[src/rtl/ptd_pkg.sv]
package ptd_pkg;
  localparam int OP_W   = 3;
  localparam int PRIV_W = 2;
  localparam int MODE_W = 3;
  localparam int ACT_W  = 3;

  typedef enum logic [OP_W-1:0] {
    OP_WFI    = 3'd0,
    OP_WRS    = 3'd1,
    OP_SFENCE = 3'd2,
    OP_HFV    = 3'd3,
    OP_HFG    = 3'd4,
    OP_HLS    = 3'd5,
    OP_HLX    = 3'd6,
    OP_RSV    = 3'd7
  } op_e;

  typedef enum logic [PRIV_W-1:0] {
    PRV_U = 2'd0,
    PRV_S = 2'd1,
    PRV_R = 2'd2,
    PRV_M = 2'd3
  } priv_e;

  typedef struct packed {
    logic illegal;
    logic vfault;
  } verdict_t;
endpackage

[src/rtl/ptd_wait_rules.sv]
module ptd_wait_rules
  import ptd_pkg::*;
(
  input  op_e      op,
  input  priv_e    priv,
  input  logic     virt,
  input  logic     has_s,
  input  logic     tw,
  input  logic     vtw,
  output verdict_t verdict
);
  logic is_u, is_s, is_m;
  logic wfi_ill, wfi_vf, wrs_ill, wrs_vf;

  assign is_u = (priv == PRV_U);
  assign is_s = (priv == PRV_S);
  assign is_m = (priv == PRV_M);

  always_comb begin
    // wait-for-interrupt: illegal causes win over the virtual fault
    wfi_ill = ((is_s || (!has_s && is_u)) && tw) || (has_s && is_u && !virt);
    wfi_vf  = !wfi_ill && virt && (is_u || (is_s && vtw));
    // wait-on-reservation: virtual fault is tested first
    wrs_vf  = virt && (is_s || is_u) && vtw && !tw;
    wrs_ill = !wrs_vf && !is_m && tw;

    verdict = '0;
    if (op == OP_WFI) verdict = '{illegal: wfi_ill, vfault: wfi_vf};
    if (op == OP_WRS) verdict = '{illegal: wrs_ill, vfault: wrs_vf};
  end

  // a reservation-wait virtual fault needs vtw set and tw clear
  always_comb begin
    if (op == OP_WRS && verdict.vfault)
      a_r4_wrs_vfault_cause : assert (vtw && !tw && virt);
  end
endmodule

[src/rtl/ptd_fence_rules.sv]
module ptd_fence_rules
  import ptd_pkg::*;
(
  input  op_e      op,
  input  priv_e    priv,
  input  logic     virt,
  input  logic     tvm,
  input  logic     vtvm,
  output verdict_t verdict
);
  logic is_u, is_s, is_m;
  logic sf_ill, sf_vf, hv_ill, hv_vf, hg_tvm;

  assign is_u = (priv == PRV_U);
  assign is_s = (priv == PRV_S);
  assign is_m = (priv == PRV_M);

  always_comb begin
    sf_ill = !virt && (is_u || (is_s && tvm));
    sf_vf  = !sf_ill && virt && (is_u || vtvm);
    hv_vf  = virt;
    hv_ill = !virt && !(is_m || is_s);
    hg_tvm = is_s && !virt && tvm;

    unique case (op)
      OP_SFENCE: verdict = '{illegal: sf_ill, vfault: sf_vf};
      OP_HFV:    verdict = '{illegal: hv_ill, vfault: hv_vf};
      OP_HFG:    verdict = '{illegal: hg_tvm || hv_ill, vfault: !hg_tvm && hv_vf};
      default:   verdict = '0;
    endcase
  end

  // hypervisor fences always fault virtually under virtualization
  always_comb begin
    if ((op == OP_HFV || op == OP_HFG) && virt)
      a_r6_hfence_virt : assert (verdict.vfault && !verdict.illegal);
  end
endmodule

[src/rtl/ptd_hyp_access.sv]
module ptd_hyp_access
  import ptd_pkg::*;
(
  input  op_e               op,
  input  priv_e             priv,
  input  logic              virt,
  input  logic              hu,
  input  logic              spvp,
  input  logic              vsum,
  output verdict_t          verdict,
  output logic [MODE_W-1:0] mode
);
  localparam logic [MODE_W-2:0] M_USER  = 2'd0;
  localparam logic [MODE_W-2:0] M_SUPV  = 2'd1;
  localparam logic [MODE_W-2:0] M_SUPVU = 2'd2;

  logic is_hyp;
  logic [MODE_W-2:0] base;

  assign is_hyp = (op == OP_HLS) || (op == OP_HLX);

  always_comb begin
    verdict = '0;
    if (is_hyp && priv != PRV_M) begin
      if (virt)                          verdict.vfault  = 1'b1;
      else if (priv == PRV_U && !hu)     verdict.illegal = 1'b1;
    end
  end

  always_comb begin
    if (!spvp)                       base = M_USER;
    else if (op == OP_HLS && vsum)   base = M_SUPVU;
    else                             base = M_SUPV;
    mode = is_hyp ? {1'b1, base} : '0;
  end

  // machine privilege never traps a guest access
  always_comb begin
    if (is_hyp && priv == PRV_M)
      a_r8_machine_allowed : assert (!verdict.illegal && !verdict.vfault);
  end
endmodule

[src/rtl/priv_trap_decoder.sv]
module priv_trap_decoder
  import ptd_pkg::*;
#(
  parameter bit REG_OUT = 1'b1
) (
  input  logic              clk,
  input  logic              rst_n,
  input  logic              req_valid_i,
  input  logic [OP_W-1:0]   op_i,
  input  logic [PRIV_W-1:0] priv_i,
  input  logic              virt_i,
  input  logic              has_smode_i,
  input  logic              tw_i,
  input  logic              tvm_i,
  input  logic              vtw_i,
  input  logic              vtvm_i,
  input  logic              hu_i,
  input  logic              spvp_i,
  input  logic              vsum_i,
  output logic              valid_o,
  output logic              exec_o,
  output logic              illegal_o,
  output logic              vfault_o,
  output logic [MODE_W-1:0] mode_o
);
  op_e      op;
  priv_e    priv;
  verdict_t v_wait, v_fence, v_hyp, v_all;
  logic [MODE_W-1:0] mode_n;
  logic [ACT_W-1:0]  act_n;
  logic              valid_int;
  logic [ACT_W-1:0]  act_int;
  logic [MODE_W-1:0] mode_int;

  assign op   = op_e'(op_i);
  assign priv = priv_e'(priv_i);

  ptd_wait_rules u_wait (
    .op(op), .priv(priv), .virt(virt_i), .has_s(has_smode_i),
    .tw(tw_i), .vtw(vtw_i), .verdict(v_wait)
  );

  ptd_fence_rules u_fence (
    .op(op), .priv(priv), .virt(virt_i), .tvm(tvm_i),
    .vtvm(vtvm_i), .verdict(v_fence)
  );

  ptd_hyp_access u_hyp (
    .op(op), .priv(priv), .virt(virt_i), .hu(hu_i), .spvp(spvp_i),
    .vsum(vsum_i), .verdict(v_hyp), .mode(mode_n)
  );

  always_comb begin
    v_all = v_wait | v_fence | v_hyp;
    if (op == OP_RSV) v_all = '{illegal: 1'b1, vfault: 1'b0};
    act_n = {!v_all.illegal && !v_all.vfault, v_all.illegal, v_all.vfault};
  end

  generate
    if (REG_OUT) begin : g_reg
      logic              valid_q;
      logic [ACT_W-1:0]  act_q, act_d;
      logic [MODE_W-1:0] mode_q, mode_d;

      always_comb begin
        act_d  = act_q;
        mode_d = mode_q;
        if (req_valid_i) begin
          act_d  = act_n;
          mode_d = mode_n;
        end
      end

      always_ff @(posedge clk or negedge rst_n) begin
        if (!rst_n) begin
          valid_q <= 1'b0;
          act_q   <= '0;
          mode_q  <= '0;
        end else begin
          valid_q <= req_valid_i;
          act_q   <= act_d;
          mode_q  <= mode_d;
        end
      end

      assign valid_int = valid_q;
      assign act_int   = act_q;
      assign mode_int  = mode_q;
    end else begin : g_comb
      assign valid_int = req_valid_i;
      assign act_int   = act_n;
      assign mode_int  = mode_n;
    end
  endgenerate

  assign valid_o   = valid_int;
  assign exec_o    = valid_int & act_int[2];
  assign illegal_o = valid_int & act_int[1];
  assign vfault_o  = valid_int & act_int[0];
  assign mode_o    = valid_int ? mode_int : '0;

  a_r1_onehot : assert property (@(posedge clk) disable iff (!rst_n)
    valid_o |-> $onehot({exec_o, illegal_o, vfault_o}));

  a_r1_idle_quiet : assert property (@(posedge clk) disable iff (!rst_n)
    !valid_o |-> ({exec_o, illegal_o, vfault_o} == '0 && mode_o == '0));

  a_r9_two_stage_tag : assert property (@(posedge clk) disable iff (!rst_n)
    (mode_o != '0) |-> (mode_o[MODE_W-1] && mode_o[MODE_W-2:0] != 2'd3));
endmodule

[config.mk]
export PLATFORM = sky130hd
export DESIGN_NAME = priv_trap_decoder
export DESIGN_NICKNAME = d
export VERILOG_FILES = /design/src/rtl/ptd_pkg.sv /design/src/rtl/ptd_wait_rules.sv /design/src/rtl/ptd_fence_rules.sv /design/src/rtl/ptd_hyp_access.sv /design/src/rtl/priv_trap_decoder.sv
export SDC_FILE = /design/constraint.sdc
export NUM_CORES = 1
export LEC_CHECK = 0
export BUFFER_PORTS_ARGS = -buffer_cell sky130_fd_sc_hd__buf_2
export CORE_AREA = 3 3 40 42
export CTS_BUF_LIST = sky130_fd_sc_hd__clkbuf_16
export DETAILED_ROUTE_END_ITERATION = 12
export DIE_AREA = 0 0 43 45
export GPL_ROUTABILITY_DRIVEN = 0
export PLACE_DENSITY = 0.69
export SYNTH_ARGS = -nofsm -noshare
export SYNTH_HDL_FRONTEND = slang
export SYNTH_SLANG_ARGS = --single-unit
[constraint.sdc]
create_clock -name clk -period 1.04 [get_ports clk]
set_clock_uncertainty 0.15 [all_clocks]
set_input_delay 0.156 -clock clk [delete_from_list [all_inputs] [get_ports clk]]
set_output_delay 0.156 -clock clk [all_outputs]
set_load 0.02 [all_outputs]
Word level (Yosys, flattened, before mapping)
Cells that the tools add are included.

cells by class
  multiplexer cells = 12
  equal/unequal tests = 10
  reductions and logical operators = 47
  bitwise operators = 5

operator list
  cell                number
  $logic_and 1x1->1   24
  $eq 3x3->1 const B  4
  $logic_not 1->1     12
  $mux 2              6
  $logic_or 1x1->1    9
  $eq 3x2->1 const B  2
  $mux 3              2
  $pmux 2 s3          1
  $or 2x2->2          2
  $and 1x1->1         3
  $eq 3x1->1 const B  1
  $logic_not 3->1     1
  $mux 1              3
  $eq 2x1->1 const B  1
  $eq 2x2->1 const B  1
  $logic_not 2->1     1
  $ne 2x2->1 const B  1

storage, ports and cells
  output and inout port bits = 7
  flip-flop bits (word level) = 7
  input bits = 17

Depth between registers and ports, before layout
Gate-level depths: netlist of run 1.

  depth in word-level cells = 15
  depth in mapped cells = 6
  gate-level depth less buffers = 5

Cells and area by module
A second synthesis of run 1 with hierarchy kept.

unflattened totals
  cell total of the unflattened synthesis = 64
  area, all modules = 564.3 um2

by module, submodules not included
  module             area an instance (um2)  cells each  instances
  priv_trap_decoder  314.1                   27          1
  ptd_hyp_access     95.1                    13          1
  ptd_fence_rules    82.6                    12          1
  ptd_wait_rules     72.6                    12          1

Worst setup path after synthesis of run 1
OpenSTA, ideal clock, no wires.

  path type = input to register
  start point = input port op_i[1]
  end point = register g_reg.act_q[2], in the netlist act_int[2]
  path buffers = 1
  setup time = 0.122 ns
  slack = -0.177 ns
  cell stages on the path = 6
  data arrival time = 0.945 ns
  path through = buf_4 -> nor3_1 -> o221ai_1 -> o211ai_1 -> nand4_1 -> a21boi_1

between the ends
  longest elaborated chain between the ends = 8

ends and longest elaborated chain
  what                                                  RTL line                                       RTL
  start: declaration                                    priv_trap_decoder.sv:9                         input logic [OP_W-1:0] op_i,
  $logic_not 3->1 / $eq 3x3->1 (equally long branches)  ptd_wait_rules.sv:28, ptd_hyp_access.sv:20
  $mux 2 / $logic_or 1x1->1 (equally long branches)     ptd_wait_rules.sv:28, ptd_hyp_access.sv:20
  $mux 2 / $logic_and 1x1->1 (equally long branches)    ptd_wait_rules.sv:29, ptd_hyp_access.sv:24
  $or 2x2->2 / $mux 2 (equally long branches)           priv_trap_decoder.sv:54, ptd_hyp_access.sv:24
  $or 2x2->2                                            priv_trap_decoder.sv:54                        v_all = v_wait | v_fence | v_hyp;
  $mux 2 (*)                                            priv_trap_decoder.sv:55                        if (op == OP_RSV) v_all = '{illegal: 1'b1, vfault: 1'b0};
  $logic_not 1->1                                       priv_trap_decoder.sv:56                        act_n = {!v_all.illegal && !v_all.vfault, v_all.illegal, v_all.vfault};
  $logic_and 1x1->1 (*)                                 priv_trap_decoder.sv:56
  end signal: assignment                                priv_trap_decoder.sv:81                        act_q <= act_d;
  end: declaration                                      priv_trap_decoder.sv:62                        logic [ACT_W-1:0] act_q, act_d;

Every way passes the cells marked *; elsewhere a longest branch is shown, timed or not.
A chain may end at the register's enable or synchronous reset.

Final worst setup path of run 1
  start point = register g_reg.valid_q, in the netlist valid_o
  end point = output port illegal_o

between the ends
  longest elaborated chain between the ends = 1

ends and longest elaborated chain
  what                      RTL line                 RTL
  start: declaration        priv_trap_decoder.sv:61  logic valid_q;
  start signal: assignment  priv_trap_decoder.sv:80  valid_q <= req_valid_i;
  $and 1x1->1               priv_trap_decoder.sv:98  assign illegal_o = valid_int & act_int[1];
  end: declaration          priv_trap_decoder.sv:22  output logic illegal_o,

Every way passes these cells.

==> results of run 1 <==
-- cells by family after synthesis --
family | after synthesis | synth area share, %
multiplexers | 2 | 4.06
AND/OR/NAND/NOR | 32 | 34.6
flip-flops | 7 | 33.4
XOR/XNOR | 1 | 1.67
AO/OA/AOI/OAI | 13 | 18.1
buffers and inverters | 8 | 8.11
-- metal layers --
metal | vias up | wire [µm] | share of wire, % | track usage, %
met4 | 0 | 30 | 2.0 | 10.2
met2 | 20 | 833 | 57 | 24.9
met1 | 270 | 529 | 36 | 16.7
li1 | 294 | - | - | -
met3 | 4 | 70 | 4.8 | 2.79
met5 | - | 0 | 0 | 0
-- worst max-delay path: stages, from the launching register on --
cell,delay [ns]
dfrtp_2,0.43
and2_4,0.15
buf_6,0.12
-- worst max-delay path by stage --
stage and end:
3_5_place_dp act_int[2], 5_1_grt mode_o[1], 4_1_cts illegal_o, 6_report illegal_o, 3_3_place_gp act_int[2], 2_1_floorplan act_int[2]
-- state kept, by name (all words and copies together), names as in the netlist --
| signal | cells |
|---|---|
| act_int | 3 |
| g_reg.mode_q | 3 |
| valid_o | 1 |
-- final cells by class --
cell class / count / area share, %
Tap cell: 15 / 2.03
Sequential cell: 7 / 19.1
Clock buffer: 3 / 8.11
Timing Repair Buffer: 34 / 29.2
Multi-Input combinational cell: 48 / 39.2
Clock inverter: 1 / 0.405
Inverter: 5 / 2.03
-- repair_timing --
item	4_1_cts	5_1_grt
hold buffers	1	0
cloned	0	0
setup buffers	0	1
endpoints found under the setup margin	9	9
resized for setup	21	17
endpoints found under the hold margin	7	0
pin swaps	2	4
-- layout by cell type, fill, tap and decap left out, types with 2 or more instances in the layout --
cell type	instances
buf_2	12
buf_4	12
buf_6	8
and2_4	7
inv_1	6
nor2_1	6
dfrtp_1	6
nand2_1	5
nand4_1	3
clkbuf_16	3
nand2b_4	2
o211ai_1	2
o21ai_1	2
nand2b_1	2
-- synth_stat cells (all sizes together) --
master / count / area [µm²]
o221ai: 1 / 8.76
o41a: 1 / 11.3
a31oi: 1 / 6.26
o21a: 1 / 7.51
mux2: 1 / 11.3
nand4: 3 / 18.8
inv: 5 / 18.8
a32o: 1 / 10.0
clkbuf: 1 / 5.00
nand3: 1 / 5.00
and2: 7 / 43.8
mux2i: 1 / 10.0
nor4: 1 / 6.26
nand4b: 1 / 8.76
nor2: 6 / 22.5
xor2: 1 / 8.76
o41ai: 1 / 8.76
dfrtp: 7 / 175
nand2: 5 / 18.8
a21boi: 1 / 7.51
nor3: 2 / 10.0
o21ai: 3 / 15.0
buf: 2 / 18.8
nor2b: 1 / 6.26
a21oi: 1 / 5.00
and2b: 1 / 8.76
o211ai: 2 / 15.0
nand2b: 4 / 32.5
-- metrics by stage --
stage | setup TNS [ns] | hold slack [ns] | setup WS [ns]
global route | -1.65 | 0.0493 | -0.231
floorplan | -0.150 | -0.290 | -0.0718
global placement | -1.12 | -0.157 | -0.266
CTS | -1.31 | 0.0458 | -0.206
finish | -1.33 | 0.0469 | -0.201
detailed placement | -1.23 | -0.153 | -0.292
-- power by group through the flow --
| stage | sequential (mW) | clock (mW) | combinational [mW] |
|---|---|---|---|
| 2_1_floorplan | 0.311 | 0 | 0.128 |
| 3_3_place_gp | 0.312 | 0 | 0.215 |
| 3_5_place_dp | 0.313 | 0 | 0.220 |
| 4_1_cts | 0.313 | 0.641 | 0.254 |
| 5_1_grt | 0.315 | 0.658 | 0.304 |
| 6_report | 0.312 | 0.632 | 0.282 |
==> results.toml, run 1 <==
[global_route]
grt_max_degree = 10
antenna_found_initial = 0
grt_use_total_pct = 14.7
gr-total-overflow = 0
grt_pass1_vias = 520
grt_first_pass_wirelength_um = 2110

[yosys]
yosysSeqAreaShare_pct = 33.4
syn_inst = 63
synth_cell_types = 31
synth-seq-cells = 7
yosysWarnings = 0
syn_nets = 80
syn_area_um2 = 524
avgSynthCellArea_um2 = 8.32

[clock_tree]
cts.sinks = 7
cts_tree = "done"
ctsHtreeMaxLevel = 1
cts_inserted_buffers = 3
clk_latency_ns = 0.23
cts.clk_slew.worst_paths_ns = 0.04
clock-root-buffer = "clkbuf_16"
clockBufferDepth = 2

[critical_path]
cp-start-kind = "register"
cp-startpoint = "valid_o"
reg2reg_slack_ns = 0.15
path_max_fanout = 7
timing.rr.end = "g_reg.mode_q[2]"
r2r-start = "g_reg.mode_q[2]"
reg2reg_depth = 1
crit_type = "reg2out"
end_kind = "primary output"
arrival_ns = 0.93
critPathRequiredTime_ns = 0.73

[cells_and_area]
final_cells = 113
final_util_pct = 72.1
fin_nets = 116
final_area_um2 = 926
area_delta_synth_final_pct = 76.6
drive_above_1_share_pct = 53.1
multiInputGateArea_um2 = 363
n_fill_cell = 99
ff_latch_area_um2 = 176
antenna-diode-count = 0

[placement]
dpl-instance-area_um2 = 717
dp.cells = 107
dp_hpwl_um = 1030
port-buffer-count = 23

[floorplan]
die_w_um = 43
die_y_um = 45
rows = 13
core_area_um2 = 1280
start_util_pct = 40.8
io_pins = 24
die-area_um2 = 1940

[timing]
fmax_mhz = 806
min_period_over_period_pct = 119
rsz0062_at_grt = "true"
max_slew_margin_pct = 81.5
setup_violations = 9
setup_ws_ns = -0.201
finalHoldViolCount = 0
tightest_slew_ns = 0.275
drv_slew = 0
post-route-min-period_ns = 1.24

[route]
vias = 588
dr.pass1.iters = 2
avgRoutedWirePerCell_um = 13.0
finalWirelength_um = 1460
drc = 0
drt-initial-drc-count = 6
postRouteAntennaNets = 0
vias_per_cell = 5.20

[pwr]
leakagePower_nw = 0.450
powerDensity_nw_per_um2 = 1320
p_seq_share_pct = 25.5
p_switching_mw = 0.275
p_comb_share_pct = 23.0
power_mw = 1.23
switching_share_pct = 22.4
power_frac_clock_pct = 51.5
internal-power_mw = 0.951
ir_drop_mv = 0.751

[worst_hold_path]
hold_path_depth = 3
hp-start = "spvp_i"
min-delay-path-class = "in2reg"
holdPathEnd = "g_reg.mode_q[0]"

[run]
maxCapViolations = 0

[run_status]
violations = "setup timing"
status = "complete, but fails checks"
(Power assumes the default switching activity.)
==> inputs of run 2 (changes only) <==
Settings changed: RECOVER_POWER set to 100.
==> results.toml, run 2 (synthesis gave the netlist of run 1 again) <==
[timing]
finalHoldViolCount = 0
tightest_slew_ns = 0.386
hold_slack_ns = 0.0463
max_slew_margin_pct = 74.3
fmax_mhz = 807
rsz0062_at_grt = "true"
setup_violations = 9
tns_ns = -1.31
post-route-min-period_ns = 1.24
min_period_over_period_pct = 119
setup_ws_ns = -0.200
drv_slew = 0

[global_route]
grt_first_pass_wirelength_um = 2110
grt_pass1_vias = 520
gr-total-overflow = 0
grt_use_total_pct = 14.7
antenna_found_initial = 0
grt_max_degree = 10

[pwr]
ir_drop_mv = 0.752
leakagePower_nw = 0.440
powerDensity_nw_per_um2 = 1330

[clock_tree]
cts_inserted_buffers = 3
ctsHtreeMaxLevel = 1
cts.sinks = 7
cts.clk_slew.worst_paths_ns = 0.04
clock-root-buffer = "clkbuf_16"
clk_latency_ns = 0.23
clockBufferDepth = 2
cts_tree = "done"

[critical_path]
crit_type = "reg2out"
cp_slowest_stage_delay_ns = 0.43
end_kind = "primary output"
arrival_ns = 0.93
path_cells = "and2_4 > buf_6"
path_max_fanout = 7
critPathRequiredTime_ns = 0.73
slowest_stage = "dfrtp_2"
cp-start-kind = "register"

[cells_and_area]
final_cells = 113
area_delta_synth_final_pct = 74.5
ff_latch_area_um2 = 176
n_fill_cell = 103
final_util_pct = 71.2
antenna-diode-count = 0
final_common_cell = "buf_4"
final_cell_mix = "buf_4 (11), buf_2 (10), buf_6 (8)"
multiInputGateArea_um2 = 354
drive_above_1_share_pct = 50.0
fin_nets = 116

[floorplan]
io_pins = 24
start_util_pct = 40.8
die-area_um2 = 1940
rows = 13
die_w_um = 43
die_y_um = 45
core_area_um2 = 1280

[route]
avgRoutedWirePerCell_um = 12.9
vias_per_cell = 5.18
dr.pass1.iters = 4
drc = 0
postRouteAntennaNets = 0
vias = 585
finalWirelength_um = 1460
drt-initial-drc-count = 7

[run_status]
status = "complete, but fails checks"
violations = "setup timing"

[worst_hold_path]
min-delay-path-class = "in2reg"

[placement]
dp_hpwl_um = 1030
dp.cells = 107
port-buffer-count = 23

[run]
maxCapViolations = 0
-- run 2: changes by cell type in the layout (fill, tap and decap cells not counted), sizes merged --
cell    previous run  this run
buf               33        30
clkbuf             3         6
-- run 2: timing repair --
action,CTS,global route
gates resized for setup,21,17
pin swaps,2,4
hold buffers,1,0
endpoints found under the setup margin,9,9
buffers inserted,0,1
hold endpoints to repair,7,0
-- run 2: stage by stage --
stage / total power [mW] / instance area, µm² / worst slack [ns]
floorplan: 0.439 / 551 / -0.0718
global route: 1.27 / 915 / -0.231
detailed placement: 0.533 / 717 / -0.292
finish: 1.22 / 915 / -0.200
global placement: 0.527 / 717 / -0.266
CTS: 1.21 / 862 / -0.206
-- run 2: cell type report --
cell class | instances | area share, %
Tap cell | 15 | 2.05
Inverter | 5 | 2.05
Clock buffer | 3 | 8.21
Timing Repair Buffer | 34 | 29.3
Multi-Input combinational cell | 48 | 38.7
Sequential cell | 7 | 19.3
Clock inverter | 1 | 0.410
-- run 2: worst max-delay path: cells and delay by family (launching register included) --
kind / cells / cell delay (ns)
flops: 1 / 0.43
simple gates: 1 / 0.15
buf+inv: 1 / 0.12
-- run 2: report_power, final --
part           internal [mW]  total (mW)  switching, mW
clock network          0.499       0.633          0.134
logic                  0.150       0.275          0.125
registers              0.298       0.312         0.0147
-- run 2: worst paths after layout --
check / from / end / slack [ns] / cells after the start
setup / recovery: valid_o / illegal_o / -0.20 / 2
setup reg to reg: g_reg.mode_q[2] / g_reg.mode_q[2] / 0.16 / 1
hold reg to reg: g_reg.mode_q[2] / g_reg.mode_q[2] / 0.35 / 1
max in group asynchronous: rst_n / valid_o / 0.24 / 2
min in group asynchronous: rst_n / g_reg.mode_q[1] / 0.20 / 2
hold / removal: spvp_i / g_reg.mode_q[0] / 0.05 / 3
-- run 2: per-layer routing --
metal / share of wire, % / routed length, µm / vias to the layer above / global-route usage [%]
met4: 1.9 / 28 / 0 / 10.2
li1: - / - / 294 / -
met3: 4.9 / 71 / 4 / 2.79
met1: 37 / 535 / 267 / 16.7
met2: 56 / 824 / 20 / 24.9
met5: 0 / 0 / - / 0
